### src/rtl/rs_pkg.sv
package rs_pkg;
  localparam int DATA_W = 64;
  localparam int TAG_W  = 4;
  localparam int OP_W   = 2;

  typedef logic [DATA_W-1:0] data_t;
  typedef logic [TAG_W-1:0]  tag_t;
  typedef logic [OP_W-1:0]   op_t;

  // class select: high bit of the opcode picks the multiply class
  function automatic logic op_is_mul(op_t op);
    return op[OP_W-1];
  endfunction

  // reset contents of register idx
  function automatic data_t reg_init(int unsigned idx);
    return {32'(idx + 1), 32'(idx * 7 + 3)};
  endfunction

  // a pending tag q is satisfied by a valid broadcast of tag t
  function automatic logic tag_hit(tag_t q, logic v, tag_t t);
    return v && (q != '0) && (q == t);
  endfunction
endpackage

### src/rtl/rs_pick.sv
module rs_pick #(
  parameter int N  = 4,
  parameter int IW = (N > 1) ? $clog2(N) : 1
) (
  input  logic [N-1:0]  req,
  output logic [N-1:0]  gnt,
  output logic          any,
  output logic [IW-1:0] idx
);
  always_comb begin
    gnt = '0;
    idx = '0;
    any = 1'b0;
    for (int i = N - 1; i >= 0; i--) begin
      if (req[i]) begin
        gnt    = '0;
        gnt[i] = 1'b1;
        idx    = IW'(i);
        any    = 1'b1;
      end
    end
  end
endmodule

### src/rtl/rs_station.sv
module rs_station
  import rs_pkg::*;
#(
  parameter tag_t MY_TAG = tag_t'(1)
) (
  input  logic  clk,
  input  logic  rst_n,
  input  logic  alloc,
  input  op_t   a_op,
  input  data_t a_vj,
  input  data_t a_vk,
  input  tag_t  a_qj,
  input  tag_t  a_qk,
  input  logic  cdb_valid,
  input  tag_t  cdb_tag,
  input  data_t cdb_data,
  input  logic  grant,
  output logic  busy,
  output logic  ready,
  output op_t   op,
  output data_t vj,
  output data_t vk
);
  logic exec_q;
  tag_t qj_q, qk_q;
  logic done_hit, hit_j, hit_k;

  assign done_hit = busy && tag_hit(MY_TAG, cdb_valid, cdb_tag);
  assign hit_j    = busy && tag_hit(qj_q, cdb_valid, cdb_tag);
  assign hit_k    = busy && tag_hit(qk_q, cdb_valid, cdb_tag);
  assign ready    = busy && !exec_q && (qj_q == '0) && (qk_q == '0);

  always_ff @(posedge clk) begin
    if (!rst_n) begin
      busy   <= 1'b0;
      exec_q <= 1'b0;
      op     <= '0;
      vj     <= '0;
      vk     <= '0;
      qj_q   <= '0;
      qk_q   <= '0;
    end else if (alloc) begin
      busy   <= 1'b1;
      exec_q <= 1'b0;
      op     <= a_op;
      vj     <= a_vj;
      vk     <= a_vk;
      qj_q   <= a_qj;
      qk_q   <= a_qk;
    end else if (done_hit) begin
      busy   <= 1'b0;
      exec_q <= 1'b0;
    end else if (busy) begin
      if (grant) exec_q <= 1'b1;
      if (hit_j) begin
        vj   <= cdb_data;
        qj_q <= '0;
      end
      if (hit_k) begin
        vk   <= cdb_data;
        qk_q <= '0;
      end
    end
  end

  p_grant_ready_r5: assert property (@(posedge clk) disable iff (!rst_n)
    grant |-> ready);
  p_no_redispatch_r5: assert property (@(posedge clk) disable iff (!rst_n)
    grant |=> !ready);
  p_capture_j_r4: assert property (@(posedge clk) disable iff (!rst_n)
    (hit_j && !done_hit) |=> (qj_q == '0) && (vj == $past(cdb_data)));
  p_capture_k_r4: assert property (@(posedge clk) disable iff (!rst_n)
    (hit_k && !done_hit) |=> (qk_q == '0) && (vk == $past(cdb_data)));
  p_release_r9: assert property (@(posedge clk) disable iff (!rst_n)
    done_hit |=> !busy);
endmodule

### src/rtl/rs_regstat.sv
module rs_regstat
  import rs_pkg::*;
#(
  parameter int NREG = 8,
  parameter int RW   = $clog2(NREG)
) (
  input  logic          clk,
  input  logic          rst_n,
  input  logic          iss_we,
  input  logic [RW-1:0] iss_dst,
  input  tag_t          iss_tag,
  input  logic [RW-1:0] s1_addr,
  input  logic [RW-1:0] s2_addr,
  output data_t         s1_val,
  output tag_t          s1_tag,
  output data_t         s2_val,
  output tag_t          s2_tag,
  input  logic          cdb_valid,
  input  tag_t          cdb_tag,
  input  data_t         cdb_data,
  input  logic [RW-1:0] rd_addr,
  output data_t         rd_val,
  output tag_t          rd_tag
);
  data_t val_q  [NREG];
  tag_t  stat_q [NREG];

  // resolve a source: register value, same-cycle bus data, or producer tag
  always_comb begin
    s1_tag = tag_hit(stat_q[s1_addr], cdb_valid, cdb_tag) ? '0 : stat_q[s1_addr];
    s2_tag = tag_hit(stat_q[s2_addr], cdb_valid, cdb_tag) ? '0 : stat_q[s2_addr];
    if (stat_q[s1_addr] == '0)                               s1_val = val_q[s1_addr];
    else if (tag_hit(stat_q[s1_addr], cdb_valid, cdb_tag))   s1_val = cdb_data;
    else                                                      s1_val = '0;
    if (stat_q[s2_addr] == '0)                               s2_val = val_q[s2_addr];
    else if (tag_hit(stat_q[s2_addr], cdb_valid, cdb_tag))   s2_val = cdb_data;
    else                                                      s2_val = '0;
  end

  assign rd_val = val_q[rd_addr];
  assign rd_tag = stat_q[rd_addr];

  always_ff @(posedge clk) begin
    if (!rst_n) begin
      for (int i = 0; i < NREG; i++) begin
        val_q[i]  <= reg_init(i);
        stat_q[i] <= '0;
      end
    end else begin
      for (int i = 0; i < NREG; i++) begin
        if (tag_hit(stat_q[i], cdb_valid, cdb_tag)) begin
          val_q[i]  <= cdb_data;
          stat_q[i] <= '0;
        end
        if (iss_we && (iss_dst == RW'(i))) stat_q[i] <= iss_tag;
      end
    end
  end

  p_latest_tag_r7: assert property (@(posedge clk) disable iff (!rst_n)
    iss_we |=> stat_q[$past(iss_dst)] == $past(iss_tag));

  for (genvar g = 0; g < NREG; g++) begin : g_chk
    p_match_write_r8: assert property (@(posedge clk) disable iff (!rst_n)
      (cdb_valid && (cdb_tag != '0) && (stat_q[g] == cdb_tag) &&
       !(iss_we && (iss_dst == RW'(g))))
      |=> (val_q[g] == $past(cdb_data)) && (stat_q[g] == '0));
    p_stale_ignored_r8: assert property (@(posedge clk) disable iff (!rst_n)
      (cdb_valid && (stat_q[g] != cdb_tag)) |=> $stable(val_q[g]));
  end
endmodule

### src/rtl/rs_array.sv
module rs_array
  import rs_pkg::*;
#(
  parameter int NADD = 2,
  parameter int NMUL = 2,
  parameter int NREG = 8
) (
  input  logic                    clk,
  input  logic                    rst_n,
  input  logic                    issue_valid,
  input  logic [OP_W-1:0]         issue_op,
  input  logic [$clog2(NREG)-1:0] issue_dst,
  input  logic [$clog2(NREG)-1:0] issue_src1,
  input  logic [$clog2(NREG)-1:0] issue_src2,
  output logic                    issue_ready,
  output logic                    disp_valid,
  output logic [TAG_W-1:0]        disp_tag,
  output logic [OP_W-1:0]         disp_op,
  output logic [DATA_W-1:0]       disp_vj,
  output logic [DATA_W-1:0]       disp_vk,
  input  logic                    cdb_valid,
  input  logic [TAG_W-1:0]        cdb_tag,
  input  logic [DATA_W-1:0]       cdb_data,
  input  logic [$clog2(NREG)-1:0] rd_addr,
  output logic [DATA_W-1:0]       rd_data,
  output logic [TAG_W-1:0]        rd_tag
);
  localparam int NST = NADD + NMUL;
  localparam int IW  = (NST > 1) ? $clog2(NST) : 1;

  logic [NST-1:0] st_busy, st_ready, mul_cls, free_req;
  logic [NST-1:0] alloc_gnt, disp_gnt;
  logic [IW-1:0]  alloc_idx, disp_idx;
  logic           alloc_any, issue_fire;
  tag_t           alloc_tag;
  op_t            st_op [NST];
  data_t          st_vj [NST];
  data_t          st_vk [NST];
  data_t          s1_val, s2_val;
  tag_t           s1_tag, s2_tag;

  for (genvar i = 0; i < NST; i++) begin : g_cls
    assign mul_cls[i] = (i >= NADD);
  end

  assign free_req    = ~st_busy & (op_is_mul(issue_op) ? mul_cls : ~mul_cls);
  assign issue_ready = alloc_any;
  assign issue_fire  = issue_valid && alloc_any;
  assign alloc_tag   = tag_t'(alloc_idx) + tag_t'(1);

  rs_pick #(.N(NST), .IW(IW)) u_alloc_pick (
    .req(free_req), .gnt(alloc_gnt), .any(alloc_any), .idx(alloc_idx)
  );

  rs_regstat #(.NREG(NREG)) u_regstat (
    .clk(clk), .rst_n(rst_n),
    .iss_we(issue_fire), .iss_dst(issue_dst), .iss_tag(alloc_tag),
    .s1_addr(issue_src1), .s2_addr(issue_src2),
    .s1_val(s1_val), .s1_tag(s1_tag), .s2_val(s2_val), .s2_tag(s2_tag),
    .cdb_valid(cdb_valid), .cdb_tag(cdb_tag), .cdb_data(cdb_data),
    .rd_addr(rd_addr), .rd_val(rd_data), .rd_tag(rd_tag)
  );

  for (genvar i = 0; i < NST; i++) begin : g_st
    rs_station #(.MY_TAG(tag_t'(i + 1))) u_st (
      .clk(clk), .rst_n(rst_n),
      .alloc(issue_fire && alloc_gnt[i]),
      .a_op(issue_op), .a_vj(s1_val), .a_vk(s2_val),
      .a_qj(s1_tag), .a_qk(s2_tag),
      .cdb_valid(cdb_valid), .cdb_tag(cdb_tag), .cdb_data(cdb_data),
      .grant(disp_gnt[i]),
      .busy(st_busy[i]), .ready(st_ready[i]),
      .op(st_op[i]), .vj(st_vj[i]), .vk(st_vk[i])
    );
  end

  rs_pick #(.N(NST), .IW(IW)) u_disp_pick (
    .req(st_ready), .gnt(disp_gnt), .any(disp_valid), .idx(disp_idx)
  );

  assign disp_tag = disp_valid ? tag_t'(disp_idx) + tag_t'(1) : '0;
  assign disp_op  = st_op[disp_idx];
  assign disp_vj  = st_vj[disp_idx];
  assign disp_vk  = st_vk[disp_idx];

  p_alloc_takes_r2: assert property (@(posedge clk) disable iff (!rst_n)
    issue_fire |=> st_busy[$past(alloc_idx)]);
  p_alloc_was_free_r1: assert property (@(posedge clk) disable iff (!rst_n)
    issue_fire |-> !st_busy[alloc_idx]);
  p_lowest_first_r6: assert property (@(posedge clk) disable iff (!rst_n)
    disp_valid |-> ((st_ready & ((NST'(1) << disp_idx) - NST'(1))) == '0));
  p_single_disp_r6: assert property (@(posedge clk) disable iff (!rst_n)
    $countones(disp_gnt & st_ready) == (disp_valid ? 1 : 0));
endmodule

### config.mk
export PLATFORM = sky130hd
export DESIGN_NAME = rs_array
export DESIGN_NICKNAME = d
export VERILOG_FILES = /design/src/rtl/rs_pkg.sv /design/src/rtl/rs_pick.sv /design/src/rtl/rs_station.sv /design/src/rtl/rs_regstat.sv /design/src/rtl/rs_array.sv
export SDC_FILE = /design/constraint.sdc
export NUM_CORES = 2
export LEC_CHECK = 0
export BUFFER_PORTS_ARGS = -buffer_cell sky130_fd_sc_hd__clkbuf_2
export CORE_ASPECT_RATIO = 0.8
export CORE_MARGIN = 4
export CORE_UTILIZATION = 38
export CTS_BUF_LIST = sky130_fd_sc_hd__clkbuf_2 sky130_fd_sc_hd__clkbuf_4 sky130_fd_sc_hd__clkbuf_8
export DETAILED_ROUTE_END_ITERATION = 16
export GPL_ROUTABILITY_DRIVEN = 0
export GPL_TIMING_DRIVEN = 1
export PLACE_DENSITY = 0.52
export SYNTH_ARGS = -nofsm -noshare
export SYNTH_HDL_FRONTEND = slang
export SYNTH_SLANG_ARGS = --single-unit
### constraint.sdc
create_clock -name clk -period 11.75 [get_ports clk]
set_input_delay 1.7625 -clock clk [delete_from_list [all_inputs] [get_ports clk]]
set_output_delay 1.7625 -clock clk [all_outputs]
set_load 0.03 [all_outputs]
==> impl_metrics.py <==
metrics = {
    "timing": {
        "setup_viol": 0,
        "finalMaxSlewViolations": 0,
        "fmax_ghz": 0.143,
        "max_slew_margin_pct": 15.5,
        "rsz0062_at_grt": "false",
        "final.period_utilization_pct": 59.5,
        "fin_skew_ns": 0.0529,
        "fin_tns_setup_ns": 0,
        "whs_ns": 0.446,
        "tightest_slew_ns": 1.23,
        "period_needed_ns": 6.99,
        "hold_violations": 0,
    },
    "cts": {
        "cts-htree-levels": 4,
        "cts_resized": 0,
        "numCtsBuffers": 195,
        "numClockSinks": 1088,
        "cts_tree": "built",
        "path_clk_slew_ns": 0.06,
        "clock-root-buffer": "clkbuf_8",
        "insertion_delay_ns": 0.94,
        "clk_path_buf_depth": 3,
        "post_cts_buffers": 0,
        "cts_hold_buf": 0,
    },
    "die": {
        "core_sq_um": 164000,
        "initial_core_util_pct": 38.2,
        "rows": 133,
        "die_h_microns": 371,
        "io-pin-count": 290,
        "fp.dieArea_sq_um": 172000,
        "die_w_microns": 462,
    },
    "logic_synthesis": {
        "synth-async-reset-ratio_pct": 0,
        "syn_area_sq_um": 62800,
        "synth_cell_types": 55,
        "yosysSeqAreaShare_pct": 43.3,
        "netlist_instances": 5898,
        "ys.flop_type": "dfxtp_1",
        "synth.avg_cell_area_sq_um": 10.6,
        "synth.yosys.warnings": 0,
        "yosys_register_bits": 1088,
        "synth-edff-count": 536,
    },
    "critical_path": {
        "cp_max_fo": 84,
        "worstSetupPathType": "reg2out",
        "critPathRequiredTime_ns": 9.99,
        "crit_arrival_ns": 5.23,
        "cp-start-kind": "flop",
        "end_kind": "primary output",
    },
    "global_route": {
        "grt_max_degree": 195,
        "first_global_vias": 47400,
        "grt.total_usage_pct": 27.0,
        "grt_util_met3_pct": 8.44,
        "overflow": 0,
        "grt_pass1_wl_microns": 346000,
        "grt_use_met1_pct": 39.8,
        "met2_usage_pct": 38.1,
        "antenna_found_initial": 15,
        "top_usage_layer": "met1",
    },
    "power_and_ir_drop": {
        "p_clk_share_pct": 37.8,
        "p_seq_share_pct": 43.9,
        "power_density_nw_per_um2": 141,
        "p_sw_mw": 3.01,
        "power_frac_comb_pct": 18.3,
        "internal_power_mw": 6.72,
        "p_leak_nw": 25.6,
        "max-vdd-ir-drop_v": 0.0000787,
        "p_sw_share_pct": 30.9,
        "totalPowerFinal_mw": 9.73,
    },
    "detailed_routing": {
        "via_per_inst": 6.21,
        "num_vias": 50500,
        "first_pass_iters": 6,
        "first_iter_violations": 6312,
        "routedWlPerCell_microns": 29.5,
        "ant_nets": 0,
        "wl_microns": 240000,
        "route.detailed.drc": 0,
    },
    "final_layout": {
        "syn_to_final_growth_pct": 10.2,
        "fin_area_sq_um": 69200,
        "final_core_utilization_pct": 42.1,
        "fillers": 15500,
        "nNetsFinal": 5903,
        "drive_above_1_share_pct": 26.6,
    },
    "placement": {
        "dpl-instance-area_sq_um": 65300,
        "dp_hpwl_microns": 144000,
        "portBuffers": 287,
    },
    "run": {
        "cap_violations": 0,
    },
    "hold_path": {
        "min_path_type": "reg2reg",
    },
    "status": {
        "status": "completed",
    },
}
==> worst paths after layout <==
kind	from	to	slack [ns]	cells past startpoint
max	g_st[3].u_st.busy	disp_vk[33]	4.76	7
min reg2reg	g_st[0].u_st.vk[0]	g_st[0].u_st.vk[0]	0.45	2
max reg2reg	u_regstat.stat_q[7][1]	g_st[3].u_st.vk[22]	6.91	8
min	g_st[0].u_st.vk[0]	g_st[0].u_st.vk[0]	0.45	2
==> sequential cells by signal, summed over array words and instances, names as in the netlist <==
name	count
g_st.u_st.vj	256
g_st.u_st.qj_q	12
g_st.u_st.exec_q	4
u_regstat.val_q	512
u_regstat.stat_q	24
g_st.u_st.qk_q	12
g_st.u_st.busy	4
g_st.u_st.vk	256
g_st.u_st.op	8
==> cell families (layout without fill, tap and decap cells) <==
group	after synthesis	count (layout)	synth area share, %
adder cells (fa/ha/maj)	2	2	0.0399
flip-flops	1088	1088	43.3
AO/OA/AOI/OAI	1235	1235	11.5
multiplexers	1327	1327	30.1
XOR/XNOR	38	38	0.530
other	1	14	0.00598
AND/OR/NAND/NOR	1484	1484	9.88
buffers and inverters	723	786	4.70
==> worst max-delay path: stages (launching register included) <==
cell and delay (ns):
dfxtp_1 0.48, nor4b_1 0.38, a31oi_1 0.36, nand2b_1 0.33
inv_8 0.72, buf_4 0.97, mux2i_1 0.66, clkbuf_2 0.33
==> power by group through the flow <==
stage	Sequential [mW]	Clock (mW)	Combinational, mW
global route	4.29	3.92	1.88
detailed placement	4.35	0	1.75
finish	4.27	3.68	1.78
CTS	4.27	3.74	1.76
floorplan	4.31	0	1.17
global placement	4.34	0	1.75
==> area by class of cell <==
class	count	area (sq um)	area share [%]
Multi-Input combinational cell	4088	33000	47.6
Sequential cell	1088	27100	39.2
Clock buffer	290	3520	5.08
Tap cell	2160	2700	3.91
Timing Repair Buffer	369	2180	3.15
Clock inverter	54	372	0.537
Inverter	73	287	0.414
Antenna cell	12	30.0	0.0434
==> Yosys cell counts, types with 4 or more instances <==
cell type  number  share of area (%)
nor4_1          6              0.060
nor2b_1         4              0.040
o32ai_1         9               0.13
nand2_1       725                4.3
nor3b_1        10               0.12
nor4b_1         4              0.056
or3_1           8              0.080
o21ai_1        73               0.58
and3_1         22               0.22
xor2_1         16               0.22
nand3_1        95               0.76
buf_2          95               0.76
o31ai_1        10               0.12
o21ai_0       379                3.0
edfxtp_1      536                 26
mux4_2        401                 14
and2_1         10               0.10
buf_4          23               0.28
a211oi_1       18               0.22
buf_1          55               0.33
a31oi_1       328                3.3
inv_1          71               0.42
nor3_1         16               0.13
clkbuf_1      473                2.8
a21oi_1       284                2.3
xnor2_1        22               0.31
a311oi_1      116                1.6
mux2i_1       470                7.5
nand2b_1       34               0.34
buf_6           4              0.072
nor2_1        467                2.8
mux2_2        451                8.1
or2_2           8              0.080
nand4_1        67               0.67
dfxtp_1       552                 18
==> cell usage in the layout (no fill, tap or decap), types with 21 or more instances in the layout <==
| cell type | instances |
|---|---|
| nand2_1 | 718 |
| dfxtp_1 | 552 |
| edfxtp_1 | 536 |
| mux2i_1 | 470 |
| nor2_1 | 462 |
| mux2_2 | 451 |
| mux4_2 | 400 |
| o21ai_0 | 378 |
| a31oi_1 | 327 |
| a21oi_1 | 283 |
| clkbuf_2 | 277 |
| clkbuf_8 | 214 |
| a311oi_1 | 116 |
| nand3_1 | 93 |
| buf_4 | 80 |
| clkbuf_4 | 76 |
| o21ai_1 | 73 |
| inv_1 | 71 |
| nand4_1 | 67 |
| nand2b_1 | 34 |
| clkinv_1 | 29 |
| xnor2_1 | 22 |
| and3_1 | 21 |
==> layer usage <==
layer / up-vias / wire length (microns)
met5: - / 34
met4: 6 / 6000
met3: 334 / 27200
met2: 2667 / 99600
met1: 25600 / 107000
li1: 21900 / -
==> per-stage QoR <==
| step | setup WS (ns) | std cells |
|---|---|---|
| finish | 4.76 | 8134 |
| global route | 4.57 | 8128 |
| CTS | 4.70 | 8122 |
| detailed placement | 5.30 | 7778 |
| global placement | 5.34 | 7778 |
| floorplan | 1.27 | 5899 |
Power figures use the tool's default switching activity.
